File: config.mk
export PLATFORM = sky130hd
export DESIGN_NAME = cck_chip_gen
export DESIGN_NICKNAME = d
export VERILOG_FILES = /design/src/rtl/cck_chip_gen.sv
export SDC_FILE = /design/constraint.sdc
export NUM_CORES = 1
export LEC_CHECK = 0
export CAP_MARGIN = 20
export CORE_UTILIZATION = 50
export CTS_CLUSTER_SIZE = 30
export DETAILED_ROUTE_END_ITERATION = 12
export PLACE_DENSITY = 0.78
export REMOVE_ABC_BUFFERS = 1
export SLEW_MARGIN = 15
export SYNTH_ARGS = -nofsm -noshare
export SYNTH_HDL_FRONTEND = slang
export SYNTH_SLANG_ARGS = --single-unit
File: constraint.sdc
create_clock -name clk -period 3.5 [get_ports clk]
set_clock_uncertainty 0.2 [all_clocks]
set_input_delay 0.7 -clock clk [delete_from_list [all_inputs] [get_ports clk]]
set_output_delay 0.7 -clock clk [all_outputs]
set_load 0.005 [all_outputs]
File: src/rtl/cck_chip_gen.sv
module cck_chip_gen (
  input  logic       clk,
  input  logic       rst_n,
  input  logic       sym_load,
  input  logic       rate_hi,
  input  logic       pkt_first,
  input  logic [1:0] start_phase,
  input  logic [7:0] sym_bits,
  input  logic       chip_en,
  output logic       sym_ready,
  output logic       chip_valid,
  output logic [2:0] chip_idx,
  output logic [1:0] chip_phase,
  output logic       chip_i_neg,
  output logic       chip_q_neg,
  output logic       chip_last
);
  localparam int NCHIP = 8;

  logic [1:0]         ref_q;
  logic               busy;
  logic [2:0]         idx;
  logic [2*NCHIP-1:0] word_q;
  logic [2*NCHIP-1:0] word_d;

  logic [1:0] step, base, p1, p2, p3, p4;
  logic       accept, adv;

  assign step = {sym_bits[0], sym_bits[0] ^ sym_bits[1]};
  assign base = pkt_first ? start_phase : ref_q;
  assign p1   = base + step;
  assign p2   = rate_hi ? sym_bits[3:2] : {sym_bits[2], 1'b1};
  assign p3   = rate_hi ? sym_bits[5:4] : 2'd0;
  assign p4   = rate_hi ? sym_bits[7:6] : {sym_bits[3], 1'b0};

  for (genvar k = 0; k < NCHIP; k++) begin : g_chip
    localparam logic [2:0] KB = 3'(k);
    localparam logic [1:0] ROT = (!KB[2] && KB[0]) ? 2'd1 : 2'd0;
    assign word_d[2*k +: 2] = p1 + (KB[0] ? 2'd0 : p2) + (KB[1] ? 2'd0 : p3)
                            + (KB[2] ? 2'd0 : p4) + ROT;
  end

  assign chip_last  = busy && (idx == 3'(NCHIP - 1));
  assign adv        = busy && chip_en;
  assign sym_ready  = !busy || (adv && chip_last);
  assign accept     = sym_load && sym_ready;

  always_ff @(posedge clk) begin
    if (!rst_n) begin
      busy   <= 1'b0;
      idx    <= '0;
      word_q <= '0;
      ref_q  <= '0;
    end else if (accept) begin
      busy   <= 1'b1;
      idx    <= '0;
      word_q <= word_d;
      ref_q  <= p1;
    end else if (adv) begin
      idx <= idx + 3'd1;
      if (chip_last) busy <= 1'b0;
    end
  end

  assign chip_valid = busy;
  assign chip_idx   = busy ? idx : 3'd0;
  assign chip_phase = busy ? word_q[{idx, 1'b0} +: 2] : 2'd0;
  assign chip_i_neg = chip_phase[1] ^ chip_phase[0];
  assign chip_q_neg = chip_phase[1];
endmodule

==> results.md <==
Route:
- Dividing the detail-routed wire length by the instance count gives about 14 microns.
- The total number of vias is 980.
- Wires add up to ~2.5 mm.
- For this block, the initial DRC count from the detailed router was 21.
- In the routed design, unresolved DRC markers number 0.
- The average via count per standard cell is around 5.4.
- The first TritonRoute pass finished after 4 iterations.
- The final antenna-violating net count is 0.

Pwr:
- In this run the static leakage power is about 0.64 nW.
- The worst supply voltage drop on vdd is between 0.3 and 0.4 mV.
- Dividing total power by cell area gives a power density of between 400 and 500 nW/um^2.

Synthesis:
- Ranked by total cell area, the synthesized netlist is headed by sky130_fd_sc_hd__dfxtp_1 (32%), sky130_fd_sc_hd__xnor2_1 (12%), sky130_fd_sc_hd__ha_1 (10%).
- Averaged over all synthesized cells, the footprint is about 9.6 sq um.
- The share of synthesized area in the top cell type comes to between 30% and 40%.
- The distinct cell type count of the synthesized netlist is 25.
- The mapped netlist covers 1250 sq um.
- The Yosys warning count is 0.
- Synthesis inferred 20 register bits.
- The post-synthesis instance total is 130.
- The post-synthesis sequential area ratio is a little under a third.
- Of all cell types, the one taking the most synthesized area is sky130_fd_sc_hd__dfxtp_1.

Die:
- In this run the vertical extent of the chip is 52.1 microns.
- The number of rows in the core area is 17.
- The floorplan step defined a core boundary enclosing roughly 2300 sq um.
- From left edge to right edge, the die measures 52.1 microns.
- Pin placement for this block handled 26 I/O pins.
- The die footprint is roughly 2700 sq um.
- For this configuration, the core starts out at a cell density of between 50 and 60%.

Final layout:
- The number of nets in the layout is between 150 and 200.
- The total non-filler cell area in the finished layout is 1540 sq um.
- The synthesis-to-layout area growth is 22.5%.
- The repair_antennas step left the layout with diodes totalling 0.
- The share of layout cells above drive strength 1 is 6.58%.
- The post-route core utilization is around 67%.
- The filler cell count is 187.

Global routing:
- The via count of the first global-routing pass was ~900.
- The number of antenna violations at the first check in global routing is 0.
- In the global route stage, overall resource usage came out at a little under a quarter.
- The largest net degree at the start of global routing is 15.
- The global-route wire length before repair is ~4.3 mm.
- For this run the aggregate overflow at the end of global routing stands at 0.

Clock tree:
- Clock tree synthesis selected as its root buffer the cell sky130_fd_sc_hd__clkbuf_4.
- The clock insertion delay at the later pin of the skew report is ~0.30 ns.
- The TritonCTS clock tree is yes.
- The number of clock buffers inserted by TritonCTS is 3.
- In this run the number of H-tree levels came out at 1.
- The clock net in this run drives a total of 20 sinks.
- The number of buffers added for setup after CTS is 0.
- For this design, the CTS-stage hold fixing added 0 buffers.
- The post-cts resize count is 0.
- The clock-pin slew of the registers on the worst-case setup and hold paths is about 0.1 ns.
- The number of buffers on the longest clock path is 2.

STA:
- Dividing the final minimum period by the clock period gives 91.9%.
- Setup violations remaining at the end of the flow were counted as 0.
- The shortest period the worst path allows is approximately 3.2 ns.
- The number of hold violations in the final report was 0.
- The setup TNS is 0 ns.
- The final max-slew violation count came to 0.
- The pin slew with the least headroom to its limit is about 0.51 ns.
- Setup repair after global routing left no endpoint under its margin.
- Setup slack on the critical path of the routed design comes to around 0.28 ns.
- In this run the tightest slew margin relative to its limit is 66.1%.
- Based on the critical path, the design can be clocked at up to a little over 300 MHz.

Worst setup path:
- In this run the worst path has a maximum fanout of 3.
- The element type at the critical path end is a flip-flop.
- The worst setup path category is input pin to flip-flop.
- STA puts the critical path data arrival time at about 3.2 ns.
- For the worst setup path, the data required time is 3.49 ns.
- STA classifies the critical path startpoint as an input pin.

Run:
- The max-capacitance violation count is 0.

Placement:
- The routability congestion estimate from global placement is approximately 0.84.
- The cell area after placement is between 1500 and 2000 sq um.
- Input and output buffers added on the ports amount to 25.
- Prior to clock tree synthesis, the placed netlist has a worst setup slack of -0.0273 ns.
- The wire-length estimate of the detail-placed layout is about 2.0 mm.

Worst hold path:
- The min-delay analysis places its worst path in the category flip-flop to flip-flop.

Outcome:
- The run finished with clean final reports.
layer usage:
| layer | up-vias | wire (microns) | part of all wire (%) | GRT usage [%] |
|---|---|---|---|---|
| met5 | - | 0 | 0 | 0 |
| met4 | 0 | 23 | 0.92 | 5.41 |
| met3 | 4 | 84 | 3.4 | 5.26 |
| met2 | 18 | 1200 | 48 | 36.8 |
| met1 | 466 | 1190 | 48 | 30.1 |
| li1 | 492 | - | - | - |
registers in the layout, summed over array words and instances (netlist names):
signal      flops
chip_valid      1
idx             3
ref_q           2
word_q         14
worst paths after layout:
| path | slack (ns) | startpoint | cells after the start | endpoint |
|---|---|---|---|---|
| setup / recovery | 0.28 | pkt_first | 9 | word_q[1] |
| setup reg to reg | 0.93 | ref_q[0] | 8 | word_q[1] |
| hold / removal | 0.27 | word_q[5] | 2 | word_q[5] |
| hold reg to reg | 0.27 | word_q[5] | 2 | word_q[5] |
cell usage in the layout, fill, tap and decap left out:
master                             n
sky130_fd_sc_hd__nand3_1           2
sky130_fd_sc_hd__o21ai_1           1
sky130_fd_sc_hd__nand2b_1          2
sky130_fd_sc_hd__mux2i_1           6
sky130_fd_sc_hd__and2_1            6
sky130_fd_sc_hd__a21boi_0          1
sky130_fd_sc_hd__clkbuf_4          3
sky130_fd_sc_hd__buf_4             1
sky130_fd_sc_hd__a22o_1            5
sky130_fd_sc_hd__nor2b_1           4
sky130_fd_sc_hd__ha_1             10
sky130_fd_sc_hd__dfxtp_1          20
sky130_fd_sc_hd__mux4_2            4
sky130_fd_sc_hd__nand2_1          18
sky130_fd_sc_hd__inv_1             4
sky130_fd_sc_hd__a21oi_1           2
sky130_fd_sc_hd__xnor2_1          17
sky130_fd_sc_hd__xor2_1            6
sky130_fd_sc_hd__nor2_1            1
sky130_fd_sc_hd__o211a_1           3
sky130_fd_sc_hd__xnor2_2           1
sky130_fd_sc_hd__clkdlybuf4s50_1  25
sky130_fd_sc_hd__mux2_2            1
sky130_fd_sc_hd__o21a_1            1
sky130_fd_sc_hd__o21ai_0           8
synth_stat cells:
cell                       number
sky130_fd_sc_hd__a21boi_0       1
sky130_fd_sc_hd__inv_1          4
sky130_fd_sc_hd__buf_2          3
sky130_fd_sc_hd__nand3_1        2
sky130_fd_sc_hd__o21ai_0        8
sky130_fd_sc_hd__a21oi_1        2
sky130_fd_sc_hd__nor2_1         1
sky130_fd_sc_hd__nor2b_1        4
sky130_fd_sc_hd__and2_1         6
sky130_fd_sc_hd__xnor2_1       17
sky130_fd_sc_hd__mux2_2         1
sky130_fd_sc_hd__nand2b_1       2
sky130_fd_sc_hd__ha_1          10
sky130_fd_sc_hd__o21ai_1        1
sky130_fd_sc_hd__a22o_1         5
sky130_fd_sc_hd__mux2i_1        6
sky130_fd_sc_hd__clkbuf_1       3
sky130_fd_sc_hd__o211a_1        3
sky130_fd_sc_hd__mux4_2         4
sky130_fd_sc_hd__buf_4          1
sky130_fd_sc_hd__xor2_1         6
sky130_fd_sc_hd__o21a_1         1
sky130_fd_sc_hd__dfxtp_1       20
sky130_fd_sc_hd__nand2_1       18
sky130_fd_sc_hd__xnor2_2        1
per-stage QoR:
stage | instances | total power (W) | hold slack, ns
after floorplan | 123 | 0.000447 | 0.220
after global placement | 177 | 0.000513 | 0.243
after detailed placement | 177 | 0.000522 | 0.244
after CTS | 180 | 0.000625 | 0.268
after global routing | 180 | 0.000663 | 0.297
final | 180 | 0.000625 | 0.267
final cells by class:
| class | instances | area (sq um) | area share (%) |
|---|---|---|---|
| clock buffer | 3 | 22.5 | 1.47 |
| inverter | 4 | 15.0 | 0.978 |
| multi-input combinational | 99 | 805 | 52.4 |
| sequential | 20 | 400 | 26.1 |
| tap | 28 | 35.0 | 2.28 |
| timing repair buffer | 26 | 258 | 16.8 |
critical path, stage by stage:
cell and delay [ns]:
sky130_fd_sc_hd__clkdlybuf4s50_1 0.50, sky130_fd_sc_hd__mux2_2 0.35, sky130_fd_sc_hd__ha_1 0.31, sky130_fd_sc_hd__ha_1 0.35
sky130_fd_sc_hd__ha_1 0.33, sky130_fd_sc_hd__ha_1 0.22, sky130_fd_sc_hd__xnor2_1 0.18, sky130_fd_sc_hd__xor2_1 0.17
sky130_fd_sc_hd__o21ai_1 0.08
kinds of logic after synthesis:
family | after synthesis | synth area share, %
buf+inv | 11 | 3.89
compound gates | 21 | 11.5
flops | 20 | 31.9
mux | 11 | 12.9
simple gates | 33 | 12.5
xor+xnor | 24 | 17.4
fa+ha+maj | 10 | 9.98
report_power, final:
part / switching [W] / internal (W)
sequential: 0.0000182 / 0.000255
clock: 0.0000657 / 0.0000402
combinational: 0.000115 / 0.000130
Power figures use the tool's default switching activity.
